### src/rtl/pse_pkg.sv
package pse_pkg;
  localparam logic [2:0] OPC_LOAD  = 3'd0;
  localparam logic [2:0] OPC_STORE = 3'd1;
  localparam logic [2:0] OPC_ADD   = 3'd2;
  localparam logic [2:0] OPC_SUB   = 3'd3;
  localparam logic [2:0] OPC_MUL   = 3'd4;

  typedef enum logic [1:0] {
    ST_IDLE = 2'd0,
    ST_READ = 2'd1,
    ST_CAPT = 2'd2
  } eng_state_t;

  function automatic logic is_arith(input logic [2:0] op);
    return (op == OPC_ADD) || (op == OPC_SUB) || (op == OPC_MUL);
  endfunction
endpackage

### src/rtl/pse_stack.sv
module pse_stack #(
  parameter int WIDTH = 16,
  parameter int DEPTH = 8
) (
  input  logic                             clk,
  input  logic                             rst,
  input  logic                             do_push,
  input  logic                             do_pop,
  input  logic                             do_fold,
  input  logic [WIDTH-1:0]                 wdata,
  output logic [WIDTH-1:0]                 top,
  output logic [WIDTH-1:0]                 next,
  output logic [$clog2(DEPTH+1)-1:0]       count
);
  localparam int PW = (DEPTH > 1) ? $clog2(DEPTH) : 1;
  localparam int CW = $clog2(DEPTH+1);

  logic [WIDTH-1:0] cells [DEPTH];
  logic [CW-1:0]    cnt;
  logic [PW-1:0]    idx_free, idx_top, idx_next;

  assign idx_free = PW'(cnt);
  assign idx_top  = PW'(cnt - CW'(1));
  assign idx_next = PW'(cnt - CW'(2));

  // Single write port: a push fills the free slot, a fold overwrites next-to-top.
  always_ff @(posedge clk) begin
    if (do_push)
      cells[idx_free] <= wdata;
    else if (do_fold)
      cells[idx_next] <= wdata;
  end

  always_ff @(posedge clk) begin
    if (rst)
      cnt <= '0;
    else if (do_push)
      cnt <= cnt + CW'(1);
    else if (do_pop || do_fold)
      cnt <= cnt - CW'(1);
  end

  assign top   = cells[idx_top];
  assign next  = cells[idx_next];
  assign count = cnt;
endmodule

### src/rtl/pse_alu.sv
module pse_alu #(
  parameter int WIDTH = 16
) (
  input  logic [2:0]       op,
  input  logic [WIDTH-1:0] lhs,
  input  logic [WIDTH-1:0] rhs,
  output logic [WIDTH-1:0] result
);
  import pse_pkg::*;

  always_comb begin
    unique case (op)
      OPC_ADD: result = lhs + rhs;
      OPC_SUB: result = lhs - rhs;
      OPC_MUL: result = lhs * rhs;
      default: result = '0;
    endcase
  end
endmodule

### src/rtl/postfix_stack_engine.sv
module postfix_stack_engine #(
  parameter int DATA_W = 16,
  parameter int ADDR_W = 8,
  parameter int DEPTH  = 8
) (
  input  logic              clk,
  input  logic              rst,
  input  logic              in_valid,
  output logic              in_ready,
  input  logic [2:0]        in_op,
  input  logic [ADDR_W-1:0] in_addr,
  output logic              done,
  output logic              err_under,
  output logic              err_over,
  output logic              mem_rd_en,
  output logic              mem_wr_en,
  output logic [ADDR_W-1:0] mem_addr,
  output logic [DATA_W-1:0] mem_wdata,
  input  logic [DATA_W-1:0] mem_rdata
);
  import pse_pkg::*;

  localparam int CW = $clog2(DEPTH+1);

  eng_state_t       state;
  logic             accept, full, empty, has_two;
  logic             do_push, do_pop, do_fold;
  logic [DATA_W-1:0] top_w, next_w, alu_y, push_w;
  logic [CW-1:0]    depth_w;

  assign accept  = in_valid && in_ready && (state == ST_IDLE);
  assign full    = (depth_w == CW'(DEPTH));
  assign empty   = (depth_w == '0);
  assign has_two = (depth_w >= CW'(2));

  assign do_push = (state == ST_CAPT);
  assign do_pop  = accept && (in_op == OPC_STORE) && !empty;
  assign do_fold = accept && is_arith(in_op) && has_two;
  assign push_w  = do_push ? mem_rdata : alu_y;

  pse_stack #(.WIDTH(DATA_W), .DEPTH(DEPTH)) u_stack (
    .clk    (clk),
    .rst    (rst),
    .do_push(do_push),
    .do_pop (do_pop),
    .do_fold(do_fold),
    .wdata  (push_w),
    .top    (top_w),
    .next   (next_w),
    .count  (depth_w)
  );

  pse_alu #(.WIDTH(DATA_W)) u_alu (
    .op    (in_op),
    .lhs   (next_w),
    .rhs   (top_w),
    .result(alu_y)
  );

  always_ff @(posedge clk) begin
    if (rst) begin
      state     <= ST_IDLE;
      in_ready  <= 1'b1;
      done      <= 1'b0;
      err_under <= 1'b0;
      err_over  <= 1'b0;
      mem_rd_en <= 1'b0;
      mem_wr_en <= 1'b0;
      mem_addr  <= '0;
      mem_wdata <= '0;
    end else begin
      done      <= 1'b0;
      err_under <= 1'b0;
      err_over  <= 1'b0;
      mem_rd_en <= 1'b0;
      mem_wr_en <= 1'b0;
      unique case (state)
        ST_IDLE: begin
          if (accept) begin
            if (in_op == OPC_LOAD) begin
              if (full) begin
                done     <= 1'b1;
                err_over <= 1'b1;
              end else begin
                mem_rd_en <= 1'b1;
                mem_addr  <= in_addr;
                in_ready  <= 1'b0;
                state     <= ST_READ;
              end
            end else if (in_op == OPC_STORE) begin
              done <= 1'b1;
              if (empty) begin
                err_under <= 1'b1;
              end else begin
                mem_wr_en <= 1'b1;
                mem_addr  <= in_addr;
                mem_wdata <= top_w;
              end
            end else if (is_arith(in_op)) begin
              done      <= 1'b1;
              err_under <= !has_two;
            end else begin
              done <= 1'b1;
            end
          end
        end
        ST_READ: state <= ST_CAPT;
        ST_CAPT: begin
          state    <= ST_IDLE;
          in_ready <= 1'b1;
          done     <= 1'b1;
        end
        default: state <= ST_IDLE;
      endcase
    end
  end
endmodule

### config.mk
export PLATFORM = sky130hd
export DESIGN_NAME = postfix_stack_engine
export DESIGN_NICKNAME = d
export VERILOG_FILES = /design/src/rtl/pse_pkg.sv /design/src/rtl/pse_stack.sv /design/src/rtl/pse_alu.sv /design/src/rtl/postfix_stack_engine.sv
export SDC_FILE = /design/constraint.sdc
export NUM_CORES = 1
export LEC_CHECK = 0
export ABC_AREA = 1
export CORE_UTILIZATION = 25
export CTS_CLUSTER_SIZE = 12
export DETAILED_ROUTE_END_ITERATION = 12
export GPL_TIMING_DRIVEN = 0
export SLEW_MARGIN = 10
export SYNTH_ARGS = -nofsm -noshare
export SYNTH_HDL_FRONTEND = slang
export SYNTH_SLANG_ARGS = --single-unit
### constraint.sdc
create_clock -name clk -period 11.4 [get_ports clk]
set_input_delay 2.28 -clock clk [delete_from_list [all_inputs] [get_ports clk]]
set_output_delay 2.28 -clock clk [all_outputs]
set_load 0.02 [all_outputs]
After elaboration in Yosys (flattened, before gate mapping)
Memories as Yosys holds them, arrays and structs flattened.
Index checks and enable logic that the tools add are counted.
{"block": "op_classes", "order_cmp": 1, "bitwise": 5, "muxes": 33, "n_eq_ne": 12, "addsub": 5, "n_mul": 1, "n_reduce_logical": 25}
{"operator": "16-bit one-hot mux with 3 select lines", "count": 1}
{"operator": "16-bit two-way mux", "count": 2}
{"operator": "8-bit two-way mux", "count": 4}
{"operator": "1-bit two-way mux", "count": 17}
{"operator": "16-bit adder", "count": 1}
{"operator": "16-bit by 16-bit multiplier with 16-bit output", "count": 1}
{"operator": "16-bit OR reduction", "count": 1}
{"operator": "16-bit subtractor", "count": 1}
{"operator": "5-bit AND reduction", "count": 2}
{"operator": "4-bit two-way mux", "count": 2}
{"operator": "4-bit OR reduction", "count": 2}
{"operator": "3-bit by 2-bit == test with 1-bit output, second input constant", "count": 2}
{"operator": "1-bit logical AND", "count": 6}
{"operator": "2-bit two-way mux", "count": 3}
{"operator": "2-bit != test, second input constant", "count": 3}
{"operator": "2-bit nonzero test", "count": 3}
{"operator": "1-bit NOT", "count": 5}
{"operator": "5-bit OR reduction", "count": 1}
{"operator": "4-bit by 1-bit adder with 4-bit output, second input constant", "count": 1}
{"operator": "4-bit == test, second input constant", "count": 1}
{"operator": "4-bit by 2-bit greater-or-equal comparator with 1-bit output, second input constant", "count": 1}
{"operator": "4-bit logical NOT", "count": 1}
{"operator": "2-bit by 1-bit != test with 1-bit output, second input constant", "count": 2}
{"operator": "1-bit one-hot mux with 2 select lines", "count": 2}
{"operator": "14 further kinds", "count": 17}
{"block": "word_totals", "reg_bits": 36, "out_inout_bits": 30, "in_bits": 30, "wordCells": 93, "memories": 1, "ram_bits": 128}
{"memory": "u_stack.cells", "words": 8, "width": 16, "read_ports": 2, "rd_clocked_by_memory_dff": 0, "write_ports": 1, "line_no": "pse_stack.sv:18", "rtl": "logic [WIDTH-1:0] cells [DEPTH];"}

Logic depth before layout (Yosys ltp)
{"block": "depth", "word_depth": 10, "depth_mapped": 43, "depth_no_buf": 36}

Hierarchy
From an unflattened synthesis, not the netlist that was laid out.
{"block": "hier_totals", "cells_unflattened": 1889, "area_unflattened_um2": 14486.4}
{"module": "pse_stack", "seq_area_each_um2": 3923.8, "area_per_inst_um2": 7130.6, "n_inst": 1, "cells_per_inst": 726}
{"module": "pse_alu", "seq_area_each_um2": 0.0, "area_per_inst_um2": 5748.0, "n_inst": 1, "cells_per_inst": 900}
{"module": "postfix_stack_engine", "seq_area_each_um2": 640.6, "area_per_inst_um2": 1607.8, "n_inst": 1, "cells_per_inst": 263}

Least setup slack after synthesis
Ideal clock, no wire load.
{"block": "synth_timing", "path_type": "reg-to-reg", "from": "register u_stack.cnt[0] (netlist: u_stack.count[0])", "to": "memory u_stack.cells[0][13], data pin", "path_buffers": 8, "synth_period_minus_slack_ns": 7.078, "arrival_time_ns": 6.772, "required_time_ns": 11.094, "stages_incl_launch_ff": 37, "path_slack_ns": 4.322, "setup_ns": 0.306, "cell_sequence": "dfxtp_1 -> buf_6 -> inv_2 -> buf_6 -> buf_6 -> buf_6 -> ha_1 -> buf_4 -> clkbuf_1 -> o211ai_1 -> nand2_1 -> nand2_1 -> o21ai_1 -> buf_4 -> inv_1 -> clkbuf_1 -> nor2_1 -> fa_1 -> inv_1 -> fa_1 -> fa_1 -> inv_1 -> ha_1 -> fa_1 -> inv_1 -> fa_1 -> inv_1 -> ha_1 -> nand2_1 -> nor3_1 -> a21oi_1 -> or2_2 -> nand2_1 -> a21oi_1 -> or2_2 -> nand3_1 -> a31oi_1"}
{"block": "synth_between", "elab_chain_len": 6, "word_cells_on_any_way": 9, "classes_between": "4 x add/sub; 1 x mul; 3 x mux; 1 x memory"}
{"element": "from (decl)", "line_no": "pse_stack.sv:19", "rtl": "logic [CW-1:0] cnt;"}
{"element": "from (signal assigned)", "line_no": "pse_stack.sv:38", "rtl": "cnt <= cnt + CW'(1);"}
{"element": "from (signal assigned)", "line_no": "pse_stack.sv:40", "rtl": "cnt <= cnt - CW'(1);"}
{"element": "4-bit by 1-bit subtractor with 4-bit output or 3-bit by 2-bit subtractor with 3-bit output (tied branches)"}
{"element": "memory 8 x 16 bit *"}
{"element": "16-bit by 16-bit multiplier with 16-bit output, or another cell as far along", "line_no": "pse_alu.sv:15", "rtl": "OPC_MUL: result = lhs * rhs;"}
{"element": "16-bit one-hot mux with 3 select lines *", "line_no": "pse_alu.sv:12", "rtl": "unique case (op)"}
{"element": "16-bit two-way mux *", "line_no": "postfix_stack_engine.sv:39", "rtl": "assign push_w = do_push ? mem_rdata : alu_y;"}
{"element": "named net push_w[13]", "line_no": "postfix_stack_engine.sv:28", "rtl": "logic [DATA_W-1:0] top_w, next_w, alu_y, push_w;"}
{"element": "16-bit two-way mux (no line) *"}
{"element": "to (decl)", "line_no": "pse_stack.sv:18"}
The timed path passes the listed nets; every way through them passes the cells marked *.

Worst setup path after layout
{"block": "layout_timing", "from": "register u_stack.cnt[1] (netlist: u_stack.count[1])", "to": "memory u_stack.cells[6][14], data pin"}
Same word-level chain as after synthesis.

==> results <==
- The startpoint identified for the worst register-to-register timing path is u_stack.count[1].
- The post-synthesis instance area is ~0.014 mm2.
- The total of flip-flops plus latches after synthesis is 164.
- The buffer cell driving the clock tree root is sky130_fd_sc_hd__clkbuf_16.
- The most used flip-flop cell after synthesis is sky130_fd_sc_hd__edfxtp_1.
- The endpoint identified for the worst register-to-register timing path is u_stack.cells[6][14].
- Entering global routing, the biggest net connects 18 pins.
- For this run, the number of Yosys warnings is 0.
- After legalization and detailed placement, the total HPWL measured 37.86 mm.
- Of the total synthesized cell area, the portion taken by full adders, half adders and majority gates is 0.1851.
- The initial DRC count is between 1000 and 1500.
- Of the cells placed in the final design, the portion with a size suffix greater than 1 is 0.07181.
- The required time at the endpoint of the critical path is about 12 ns.
- The first detailed-routing pass took 6 iterations.
- The clock tree from TritonCTS is built.
- The number of pins with negative max-slew slack in the final report is 0.
- The worst relative slew slack is 0.1932.
- The number of top-level pins is 60.
- The ratio of routed vias to standard cells is 4.954.
- For this run, the register share of the synthesized area comes to 0.3350.
- The total negative slack is 0 ns.
- The floorplan step defined a die boundary enclosing roughly 0.055 mm2.
- The total buffers and inverters traversed by the critical path is 11.
- Input and output buffers added on the ports amount to just under 60.
- In this design, the stage delay of the slowest critical-path cell is 0.67 ns.
- The proportion of register bits with asynchronous set or reset after synthesis is 0.
- The hold violation count in the final report is 0.
- From bottom edge to top edge, the die measures approximately 240 um.
- The count of nets after finishing is roughly 2000.
- The number of placement rows is 85.
- The final clock skew is 0.01780 ns.
- Setup repair after global routing left no endpoint under its margin.
- The number of endpoints failing setup at the final stage is 0.
- Among cell families on the critical path, the largest total delay comes from adder cells.
- The count of cell instances traversed by the critical path is 34.
- For the worst flop-to-flop path, the logic depth is 34.
- The critical path data arrival time is 9.41 ns.
- The number of global-route vias before repair is ~13000.
- The core region is 0.05381 mm2.
- The critical path start-end classification is flop to flop.
- Of the total synthesized cell area, the portion taken by XOR and XNOR cells is 0.01598.
- Once the clock tree was built, the resizer swapped 0 gates to a different size.
- The total number of clock tree sinks is 164.
- No sink is reached through more buffers than the 2 on the longest clock path.
- Across every metal layer, demand over resource in global routing totals 0.1791.
- Max-cap violations in this run came to 0.
- The die width is 235.5 um.
- The portion of synthesized area spent on multiplexers is 0.
- The critical path's slowest cell is sky130_fd_sc_hd__a31oi_1.
- The number of antenna diodes in the final layout is 0.
- After clock tree synthesis, the clock-pin slew on the worst setup and hold paths is 0.09 ns.
- The class of the tightest hold or removal check is flop to flop.
- The total via count in the routed design is between 10000 and 15000.
- The mean post-synth cell area is 7.699 um2.
- The worst setup path is captured at a flop.
- Derived from the worst setup path, the maximum achievable clock frequency is 107.9 MHz.
- Compared with the post-synthesis result, the final layout area differs by 16.14%.
- The number of nets handed over by synthesis was slightly below 2000.
- Along the worst hold path, the cell count comes to 2.
- The kind of launch point of the worst setup path is a flop.
- The compound-gate portion of the synthesized area is 0.1248.
- Across all register-to-register paths, the minimum setup slack is 2.13 ns.
- The biggest fanout along the worst timing path is 12.
- After detailed routing, the average wire length per cell comes to 19.40 um.
- The clock latency of the later-clocked register in the worst-skew pair is 0.46 ns.
- The worst-margin pin slew is 1.205 ns.
- The post-CTS setup buffer count is 0.
- The synthesized-area fraction occupied by and/or/nand/nor cells is 0.2299.
- The total overflow left after global routing is 0.
- Counting stages on the worst path, the most repeated cell is sky130_fd_sc_hd__inv_1.
- The H-tree was split into 4 levels.
- The number of CTS-inserted buffers is 17.
- Routability-driven placement finished with a final weighted congestion of 0.9744.
- The number of distinct library cells after synthesis is 48.
- The total of hold buffers inserted after clock tree synthesis is 0.
- The worst path needs 9.268 ns of the cycle, external delays included.
- The run finished with clean final reports.
- By area, the combinational part of the netlist is dominated by simple AND/OR/NAND/NOR gates.
- The worst setup path startpoint is u_stack.count[1].
- Of the available clock period, the critical path in the final layout requires 0.8130.
- The post-route DRC violation count is 0.
- The first global-routing pass estimated 75.13 mm of wire.
- The post-detailed-route count of antenna-violating nets is 0.
- After detailed routing, the total wire length is 49.69 mm.
- The count of flip-flops with a built-in enable after synthesis is 128.
- The endpoint of the worst setup timing path is u_stack.cells[6][14].
- Synthesis handed over a netlist of between 1500 and 2000 instances.
- The initial antenna violation count is 0.
- The effective utilization at floorplan is 0.2532.
- The layout has 5714 filler cells.
==> stage by stage <==
stage / hold WS, ns / utilization / instance area, um2 / std cells / setup slack, ns
2_1_floorplan: 0.4291 / - / 13630 / 1770 / 4.322
6_report: 0.4774 / 0.2941 / 15830 / 2562 / 2.132
3_5_place_dp: 0.4590 / 0.2827 / 15210 / 2530 / 2.432
4_1_cts: 0.4760 / 0.2941 / 15830 / 2562 / 2.359
5_1_grt: 0.4848 / 0.2941 / 15830 / 2562 / 1.765
3_3_place_gp: 0.4410 / 0.2802 / 15080 / 2524 / 2.529
==> sequential cells by signal, summed over array words and instances (netlist names) <==
signal	flops
err_over	1
done	1
in_ready	1
mem_addr	8
state	2
err_under	1
u_stack.count	4
mem_rd_en	1
mem_wr_en	1
mem_wdata	16
u_stack.cells	128
==> cell type report <==
cell class                 count  area [um2]  share of cell area
multi-input combinational   1249        7604              0.4804
sequential                   164        4564              0.2884
inverter                     286        1074             0.06783
tap                          696       870.8             0.05502
timing repair buffer          64       683.2             0.04317
clock buffer                  17       425.4             0.02688
buffer                        71       415.4             0.02625
clock inverter                15       190.2             0.01202
==> logic make-up after synthesis <==
family	Yosys count
flip-flops	164
AO/OA/AOI/OAI	304
AND/OR/NAND/NOR	768
adder cells (fa/ha/maj)	153
buffers and inverters	357
XOR/XNOR	24
==> cell usage in the layout, fill, tap and decap left out, drive strengths merged, types with 55 or more instances in the layout <==
cell type        n
a21oi          104
inv            290
ha              72
o21ai          142
nand3           94
fa              81
nor2           159
nand2          480
clkdlybuf4s50   58
buf             55
edfxtp         128
==> Yosys cell counts, types with 22 or more instances <==
master	n	area, um2
sky130_fd_sc_hd__o211ai_1	26	195.2
sky130_fd_sc_hd__fa_1	81	1622
sky130_fd_sc_hd__dfxtp_1	36	720.7
sky130_fd_sc_hd__nand2_1	470	1764
sky130_fd_sc_hd__ha_1	72	900.9
sky130_fd_sc_hd__clkbuf_1	22	82.58
sky130_fd_sc_hd__edfxtp_1	128	3844
sky130_fd_sc_hd__o21ai_0	119	595.6
sky130_fd_sc_hd__buf_2	26	130.1
sky130_fd_sc_hd__nor2_1	156	585.6
sky130_fd_sc_hd__a21oi_1	104	520.5
sky130_fd_sc_hd__inv_1	277	1040
sky130_fd_sc_hd__nand3_1	94	470.5
==> worst min path at each step <==
stage	from	endpoint
floorplan	state[0]	state[1]
global placement	state[0]	state[1]
detailed placement	state[0]	state[1]
CTS	state[0]	state[1]
global route	state[0]	state[1]
finish	state[0]	state[1]
==> worst reg2reg max path, delay by kind of cell, from the launching register on <==
family / cells / cell delay (ns)
DFF: 1 / 0.43
xor gates and xnor gates: 1 / 0.35
adders and majority gates: 8 / 3.63
AOI/OAI and AO/OA: 9 / 1.99
buffers and inverters: 11 / 2.12
and+or+nand+nor: 5 / 0.42
==> per-layer routing <==
layer  vias up  GRT usage  wire length [um]
li1       5855          -                 -
met1      6087     0.2309             20530
met2       620     0.2950             22950
met3       129    0.02756              3994
met4         0    0.08140              2211
met5         -          0                 0
Power is left out: the tool's default activity adds up to more than one toggle a clock period on the data nets, which glitch-free logic cannot reach.
